## src/rtl/blitSeqPkg.sv

```systemverilog
package blitSeqPkg;
  localparam int IDX_W = 4;
  localparam int NUM_REGS = 9;

  localparam logic [IDX_W-1:0] IX_CTLA  = 4'd0;
  localparam logic [IDX_W-1:0] IX_CTLB  = 4'd1;
  localparam logic [IDX_W-1:0] IX_SRCLO = 4'd2;
  localparam logic [IDX_W-1:0] IX_SRCHI = 4'd3;
  localparam logic [IDX_W-1:0] IX_DSTLO = 4'd4;
  localparam logic [IDX_W-1:0] IX_DSTHI = 4'd5;
  localparam logic [IDX_W-1:0] IX_WIDTH = 4'd6;
  localparam logic [IDX_W-1:0] IX_HEIGHT = 4'd7;
  localparam logic [IDX_W-1:0] IX_PITCH = 4'd8;

  // control A bit positions (go must be the top bit of the payload)
  localparam int CA_GO   = 11;
  localparam int CA_REV  = 10;
  localparam int CA_DLIN = 7;
  localparam int CA_SLIN = 6;
  // control B bit positions
  localparam int CB_IRQEN = 10;
  localparam int CB_QUICK = 7;
  localparam int CB_UPD   = 6;

  typedef struct packed {
    logic load;
    logic advance;
  } walkCmd_t;
endpackage

```

## src/rtl/blitSide.sv

```systemverilog
module blitSide #(
  parameter int REG_W  = 12,
  parameter int ADDR_W = 24
) (
  input  logic              clk,
  input  logic              rstN,
  input  logic              load,
  input  logic              advance,
  input  logic              rowEnd,
  input  logic [ADDR_W-1:0] startAddr,
  input  logic              linear,
  input  logic              reverse,
  input  logic [REG_W-1:0]  pitch,
  output logic [ADDR_W-1:0] curAddr,
  output logic [ADDR_W-1:0] stepAddr
);
  logic [ADDR_W-1:0] curQ, rowQ, rowNext, pitchExt;

  always_comb begin
    pitchExt = ADDR_W'(pitch);
    stepAddr = reverse ? curQ - 1'b1 : curQ + 1'b1;
    rowNext  = reverse ? rowQ - pitchExt : rowQ + pitchExt;
  end

  always_ff @(posedge clk) begin
    if (!rstN) begin
      curQ <= '0;
      rowQ <= '0;
    end else if (load) begin
      curQ <= startAddr;
      rowQ <= startAddr;
    end else if (advance) begin
      if (rowEnd && !linear) begin
        curQ <= rowNext;
        rowQ <= rowNext;
      end else begin
        curQ <= stepAddr;
      end
    end
  end

  assign curAddr = curQ;
endmodule

```

## src/rtl/blitWalk.sv

```systemverilog
module blitWalk import blitSeqPkg::*; #(
  parameter int REG_W  = 12,
  parameter int ADDR_W = 24
) (
  input  logic              clk,
  input  logic              rstN,
  input  walkCmd_t          cmd,
  input  logic [ADDR_W-1:0] srcStart,
  input  logic [ADDR_W-1:0] dstStart,
  input  logic [REG_W-1:0]  dimX,
  input  logic [REG_W-1:0]  dimY,
  input  logic [REG_W-1:0]  pitch,
  input  logic              reverse,
  input  logic              srcLin,
  input  logic              dstLin,
  output logic [ADDR_W-1:0] srcAddr,
  output logic [ADDR_W-1:0] dstAddr,
  output logic              lastStep,
  output logic [ADDR_W-1:0] endDst
);
  localparam int SIDES = 2;

  logic [REG_W-1:0] widthQ, pitchQ, xCnt, yCnt;
  logic revQ, srcLinQ, dstLinQ, active, rowEnd;
  logic [ADDR_W-1:0] startArr [SIDES];
  logic [ADDR_W-1:0] curArr   [SIDES];
  logic [ADDR_W-1:0] stepArr  [SIDES];
  logic              linArr   [SIDES];

  always_comb begin
    startArr[0] = srcStart;
    startArr[1] = dstStart;
    linArr[0]   = srcLinQ;
    linArr[1]   = dstLinQ;
    rowEnd      = (xCnt == widthQ - 1'b1);
    lastStep    = active && rowEnd && (yCnt == REG_W'(1));
  end

  always_ff @(posedge clk) begin
    if (!rstN) begin
      widthQ <= '0; pitchQ <= '0; xCnt <= '0; yCnt <= '0;
      revQ <= 1'b0; srcLinQ <= 1'b0; dstLinQ <= 1'b0; active <= 1'b0;
    end else if (cmd.load) begin
      widthQ  <= dimX;
      pitchQ  <= pitch;
      revQ    <= reverse;
      srcLinQ <= srcLin;
      dstLinQ <= dstLin;
      xCnt    <= '0;
      yCnt    <= dimY;
      active  <= 1'b1;
    end else if (cmd.advance && active) begin
      if (lastStep) active <= 1'b0;
      if (rowEnd) begin
        xCnt <= '0;
        yCnt <= yCnt - 1'b1;
      end else begin
        xCnt <= xCnt + 1'b1;
      end
    end
  end

  for (genvar s = 0; s < SIDES; s++) begin : g_side
    blitSide #(.REG_W(REG_W), .ADDR_W(ADDR_W)) u_side (
      .clk(clk), .rstN(rstN), .load(cmd.load), .advance(cmd.advance && active),
      .rowEnd(rowEnd), .startAddr(startArr[s]), .linear(linArr[s]),
      .reverse(revQ), .pitch(pitchQ), .curAddr(curArr[s]), .stepAddr(stepArr[s])
    );
  end

  assign srcAddr = curArr[0];
  assign dstAddr = curArr[1];
  assign endDst  = stepArr[1];


  walk_bounds_chk: assert property (@(posedge clk) disable iff (!rstN)
    active |-> (yCnt != '0) && (xCnt < widthQ));
endmodule

```

## src/rtl/blitCtrl.sv

```systemverilog
module blitCtrl import blitSeqPkg::*; #(
  parameter int REG_W  = 12,
  parameter int ADDR_W = 24
) (
  input  logic                   clk,
  input  logic                   rstN,
  input  logic                   wrEn,
  input  logic [REG_W+IDX_W-1:0] wrData,
  input  logic [IDX_W-1:0]       rdIdx,
  output logic [REG_W-1:0]       rdData,
  input  logic                   memReady,
  input  logic                   irqAck,
  input  logic                   lastStep,
  input  logic [ADDR_W-1:0]      endDst,
  output walkCmd_t               cmd,
  output logic                   memValid,
  output logic                   busy,
  output logic                   irq,
  output logic [ADDR_W-1:0]      srcStart,
  output logic [ADDR_W-1:0]      dstStart,
  output logic [REG_W-1:0]       dimX,
  output logic [REG_W-1:0]       dimY,
  output logic [REG_W-1:0]       pitch,
  output logic                   reverse,
  output logic                   srcLin,
  output logic                   dstLin
);
  localparam int WR_W = REG_W + IDX_W;
  localparam logic [REG_W-1:0] GO_MASK = REG_W'(1) << CA_GO;

  logic [REG_W-1:0] regQ [NUM_REGS];
  logic [IDX_W-1:0] wrIdx;
  logic [REG_W-1:0] payload;
  logic startReq, running, acceptWr, startHit, zeroDim, finishWalk, setIrq;

  always_comb begin
    wrIdx      = wrData[WR_W-1 -: IDX_W];
    payload    = wrData[REG_W-1:0];
    busy       = startReq | running;
    acceptWr   = wrEn && (32'(wrIdx) < NUM_REGS) && (!busy || wrIdx == IX_CTLA);
    startHit   = wrEn && !busy &&
                 ((wrIdx == IX_CTLA && payload[CA_GO]) ||
                  (wrIdx == IX_DSTHI && regQ[IX_CTLB][CB_QUICK]));
    zeroDim    = (regQ[IX_WIDTH] == '0) || (regQ[IX_HEIGHT] == '0);
    finishWalk = running && memReady && lastStep;
    setIrq     = regQ[IX_CTLB][CB_IRQEN] && ((startReq && zeroDim) || finishWalk);
    cmd.load    = startReq && !zeroDim;
    cmd.advance = running && memReady;
  end

  always_ff @(posedge clk) begin
    if (!rstN) begin
      for (int i = 0; i < NUM_REGS; i++) regQ[i] <= '0;
      startReq <= 1'b0;
      running  <= 1'b0;
      irq      <= 1'b0;
    end else begin
      for (int i = 0; i < NUM_REGS; i++)
        if (acceptWr && 32'(wrIdx) == i)
          regQ[i] <= (i == 0) ? (payload & ~GO_MASK) : payload;
      if (finishWalk && regQ[IX_CTLB][CB_UPD]) begin
        regQ[IX_DSTLO] <= endDst[REG_W-1:0];
        regQ[IX_DSTHI] <= endDst[ADDR_W-1:REG_W];
      end
      startReq <= startHit;
      if (cmd.load) running <= 1'b1;
      else if (finishWalk) running <= 1'b0;
      if (setIrq) irq <= 1'b1;
      else if (irqAck) irq <= 1'b0;
    end
  end

  always_comb begin
    rdData = '0;
    if (rdIdx == IX_CTLA) rdData = {busy, regQ[IX_CTLA][REG_W-2:0]};
    else if (32'(rdIdx) < NUM_REGS) rdData = regQ[rdIdx];
  end

  assign memValid = running;
  assign srcStart = {regQ[IX_SRCHI], regQ[IX_SRCLO]};
  assign dstStart = {regQ[IX_DSTHI], regQ[IX_DSTLO]};
  assign dimX     = regQ[IX_WIDTH];
  assign dimY     = regQ[IX_HEIGHT];
  assign pitch    = regQ[IX_PITCH];
  assign reverse  = regQ[IX_CTLA][CA_REV];
  assign srcLin   = regQ[IX_CTLA][CA_SLIN];
  assign dstLin   = regQ[IX_CTLA][CA_DLIN];


  irq_hold_chk: assert property (@(posedge clk) disable iff (!rstN)
    irq && !irqAck |=> irq);

  frozen_regs_chk: assert property (@(posedge clk) disable iff (!rstN)
    busy && wrEn && wrIdx != IX_CTLA |=>
      $stable(regQ[IX_WIDTH]) && $stable(regQ[IX_HEIGHT]) &&
      $stable(regQ[IX_PITCH]) && $stable(regQ[IX_SRCLO]) && $stable(regQ[IX_SRCHI]));

  zero_dim_chk: assert property (@(posedge clk) disable iff (!rstN)
    startReq && zeroDim |=> !memValid && !busy);
endmodule

```

## src/rtl/blitSeq.sv

```systemverilog
module blitSeq import blitSeqPkg::*; #(
  parameter int REG_W = 12,
  parameter int ADDR_W = 2 * REG_W
) (
  input  logic                   clk,
  input  logic                   rstN,
  input  logic                   wrEn,
  input  logic [REG_W+IDX_W-1:0] wrData,
  input  logic [IDX_W-1:0]       rdIdx,
  output logic [REG_W-1:0]       rdData,
  output logic                   memValid,
  input  logic                   memReady,
  output logic [ADDR_W-1:0]      srcAddr,
  output logic [ADDR_W-1:0]      dstAddr,
  output logic                   busy,
  output logic                   irq,
  input  logic                   irqAck
);
  walkCmd_t cmd;
  logic [ADDR_W-1:0] srcStart, dstStart, endDst;
  logic [REG_W-1:0] dimX, dimY, pitch;
  logic reverse, srcLin, dstLin, lastStep;

  blitCtrl #(.REG_W(REG_W), .ADDR_W(ADDR_W)) u_ctrl (
    .clk(clk), .rstN(rstN), .wrEn(wrEn), .wrData(wrData), .rdIdx(rdIdx),
    .rdData(rdData), .memReady(memReady), .irqAck(irqAck), .lastStep(lastStep),
    .endDst(endDst), .cmd(cmd), .memValid(memValid), .busy(busy), .irq(irq),
    .srcStart(srcStart), .dstStart(dstStart), .dimX(dimX), .dimY(dimY),
    .pitch(pitch), .reverse(reverse), .srcLin(srcLin), .dstLin(dstLin)
  );

  blitWalk #(.REG_W(REG_W), .ADDR_W(ADDR_W)) u_walk (
    .clk(clk), .rstN(rstN), .cmd(cmd), .srcStart(srcStart), .dstStart(dstStart),
    .dimX(dimX), .dimY(dimY), .pitch(pitch), .reverse(reverse), .srcLin(srcLin),
    .dstLin(dstLin), .srcAddr(srcAddr), .dstAddr(dstAddr), .lastStep(lastStep),
    .endDst(endDst)
  );


  hold_addr_chk: assert property (@(posedge clk) disable iff (!rstN)
    memValid && !memReady |=> memValid && $stable(srcAddr) && $stable(dstAddr));
endmodule

```

## config.mk

```make
export PLATFORM = sky130hd
export DESIGN_NAME = blitSeq
export DESIGN_NICKNAME = d
export VERILOG_FILES = /design/src/rtl/blitSeqPkg.sv /design/src/rtl/blitSide.sv /design/src/rtl/blitWalk.sv /design/src/rtl/blitCtrl.sv /design/src/rtl/blitSeq.sv
export SDC_FILE = /design/constraint.sdc
export NUM_CORES = 1
export LEC_CHECK = 0
export ABC_AREA = 1
export BUFFER_PORTS_ARGS = -buffer_cell sky130_fd_sc_hd__buf_2
export CORE_ASPECT_RATIO = 0.8
export CORE_UTILIZATION = 50
export CTS_BUF_LIST = sky130_fd_sc_hd__clkbuf_2 sky130_fd_sc_hd__clkbuf_4 sky130_fd_sc_hd__clkbuf_8
export CTS_CLUSTER_SIZE = 12
export DETAILED_ROUTE_END_ITERATION = 10
export PLACE_DENSITY = 0.73
export SLEW_MARGIN = 20
export SYNTH_ARGS = -nofsm -noshare
export SYNTH_HDL_FRONTEND = slang
export SYNTH_SLANG_ARGS = --single-unit
```

## constraint.sdc

```tcl
create_clock -name clk -period 3.4 [get_ports clk]
set_input_delay 0.17 -clock clk [delete_from_list [all_inputs] [get_ports clk]]
set_output_delay 0.17 -clock clk [all_outputs]
set_load 0.01 [all_outputs]
```

==> metrics.cfg <==
[placement]
port_buffers = 87
dp_cells = 2957
gp_congestion = 0.980
hpwl_mm = 45.7
placed_cell_area_um2 = 18500

[yosys]
synth_top_area_cell = edfxtp_1
synth_compound_area_frac = 0.206
syn_inst = 2447
synth_fa_ha_area_frac = 0.0611
yosys.area_share.simple = 0.242
synth_area_leaders = edfxtp_1, dfxtp_1, nand2_1
synth_edf_count = 107
yosysSeqAreaShare = 0.357
synth_top_family_by_area = simple AND/OR/NAND/NOR gates
async_flop_share = 0
yosysUniqueCellTypes = 63
syn_area_per_cell_um2 = 7.15
muxShareOfSynthArea = 0
synth_flop_cell = dfxtp_1
synthesis.nets = 2555
yosysTopAreaCellShare = 0.184
synth_seq_cells = 258
synth-xor-area-share = 0.0501
synthesis.area_um2 = 17500
yosys_warnings = 0

[grt]
grt_usage = 0.335
grt_max_degree = 64
grt_pass1_wl_mm = 92.7
antenna_found_initial = 0
grt_pass1_vias = 16442
grt_overflow_total = 0

[setup_path]
cp-start-kind = register
worstPathMaxFanout = 28
cp_data_arrival_time_ns = 3.65
cp-end-kind = register
required_ns = 3.85
criticalPathCategory = register to register

[sta]
finalCritPeriodShare = 0.941
finalSetupViolCount = 0
skew_ns = 0.0337
worstMarginPinSlew_ns = 1.28
hold_viol = 0
fin_tns_setup_ns = 0
period_needed_ns = 3.20
fmax_mhz = 313
rsz0062_at_grt = false
maxSlewHeadroom = 0.143
finalMaxSlewViolations = 0

[final_layout]
ff_latch_area_um2 = 6240
fillCellCount = 3342
drive_above_1_share = 0.109
postLayoutCellArea_um2 = 19500
antennaDiodeCount = 0
layout_commonest_cell = nand2_1
most-common-layout-cells = nand2_1, a21oi_1, inv_1
multi_input_area_um2 = 9840
final_cells = 3039
final_nets = 2648
area_growth_pct = 11.7

[routing]
vias = 17665
first_pass_iters = 8
avgViaCountPerCell = 5.81
ant_nets = 0
drcViolationCount = 0
wire_per_inst_um = 19.9
wirelength_mm = 60.4
drt-initial-drc-count = 2239

[power]
p_per_area_nw_per_um2 = 422
power_leakage_nw = 8.88
ir_worst_vdd_mv = 0.321
total_power_mw = 8.25

[clock_network]
worstSkewPairLatency_ns = 0.59
clock_sinks = 258
cts_tree = yes
cts.clk_slew.worst_paths_ns = 0.07
cts_made_buffers = 43
root_buffer = clkbuf_8
clockBufferDepth = 3
cts_setup_buffers = 0
htreeDepth = 2

[floorplanning]
core_area_um2 = 34000
die_h_um = 169
die_w_um = 211
initial_core_util = 0.514
dieArea_um2 = 35700
num_rows = 60
pin_count = 88

[run]
cap_violations = 0

[hold_path]
hold_path.class = input pin to register

[run_status]
status = complete, no violations

[registers in the layout, indices dropped and copies added (netlist names), 12 cells and up]
signal	cells
u_walk.pitchQ	12
u_walk.yCnt	12
u_walk.widthQ	12
u_ctrl.regQ	107
u_walk.g_side.u_side.curAddr	48
u_walk.xCnt	12
u_walk.g_side.u_side.rowQ	48
[per-layer routing]
| layer | vias up | share of wire | GRT usage | wire length, um |
|---|---|---|---|---|
| met2 | 903 | 0.42 | 0.505 | 25500 |
| met3 | 168 | 0.10 | 0.0707 | 6260 |
| met4 | 0 | 0.040 | 0.135 | 2440 |
| met1 | 8089 | 0.43 | 0.467 | 26200 |
| li1 | 8505 | - | - | - |
| met5 | - | 0 | 0 | 0 |
[repair_timing]
action | CTS | global route
hold endpoints to repair | 2 | 0
gates resized for setup | 0 | 7
setup endpoints to repair | 0 | 8
hold buffers | 3 | 0
[cell type report]
type                       count  share of cell area
clock buffer                  58              0.0376
tap                          465              0.0298
clock inverter                21              0.0131
multi-input combinational   1822               0.503
inverter                     278              0.0537
timing repair buffer         137              0.0431
sequential                   258               0.319
[worst max-delay path, cell delays in order, from the launching register on]
cell and delay, ns:
dfxtp_1 0.30, inv_1 0.11, ha_1 0.25, nand4_1 0.20, nor2_1 0.23, xor2_1 0.12, nand2_1 0.10, nand2_1 0.06
nor3b_2 0.24, nand2_4 0.16, inv_4 0.11, nand2_4 0.09, nand2_8 0.12, nand2_4 0.20, inv_2 0.44, nand3_1 0.14
o211ai_1 0.12, inv_1 0.07
[Yosys cell counts (all sizes together), types with 21 or more instances]
| cell type | count |
|---|---|
| nand2 | 566 |
| a21oi | 280 |
| inv | 276 |
| o21ai | 268 |
| nor2 | 176 |
| nand3 | 163 |
| dfxtp | 151 |
| edfxtp | 107 |
| ha | 79 |
| xor2 | 59 |
| clkbuf | 57 |
| xnor2 | 41 |
| buf | 32 |
| nand4 | 23 |
| nor3 | 23 |
| o211ai | 21 |
[cells by family after synthesis]
family | count (synthesis)
AOI/OAI and AO/OA | 658
xor gates and xnor gates | 100
adders and majority gates | 83
buffers and inverters | 367
DFF | 258
and+or+nand+nor | 981
[metrics by stage]
step	util	hold slack, ns	setup slack, ns
after floorplan	-	0.315	0.0725
after global placement	0.543	0.422	0.126
after detailed placement	0.543	0.455	0.115
after CTS	0.574	0.106	0.0844
after global routing	0.575	0.140	0.00134
final	0.575	0.149	0.201
[path summary, 6_finish.rpt]
| kind | start | cells after the start | slack, ns | to |
|---|---|---|---|---|
| setup / recovery | u_walk.widthQ[1] | 17 | 0.20 | u_walk.g_side[0].u_side.rowQ[8] |
| hold / removal | wrData[0] | 3 | 0.15 | u_ctrl.regQ[3][0] |
| setup reg to reg | u_walk.widthQ[1] | 17 | 0.20 | u_walk.g_side[0].u_side.rowQ[8] |
| hold reg to reg | u_walk.g_side[0].u_side.rowQ[0] | 2 | 0.47 | u_walk.g_side[0].u_side.rowQ[0] |
[where the power goes]
| group | internal, mW | switching, mW | total, mW |
|---|---|---|---|
| combinational | 0.511 | 1.13 | 1.64 |
| clock | 1.88 | 1.37 | 3.24 |
| sequential | 3.31 | 0.0585 | 3.37 |
| total | 5.70 | 2.56 | 8.25 |
Power figures use the tool's default switching activity.
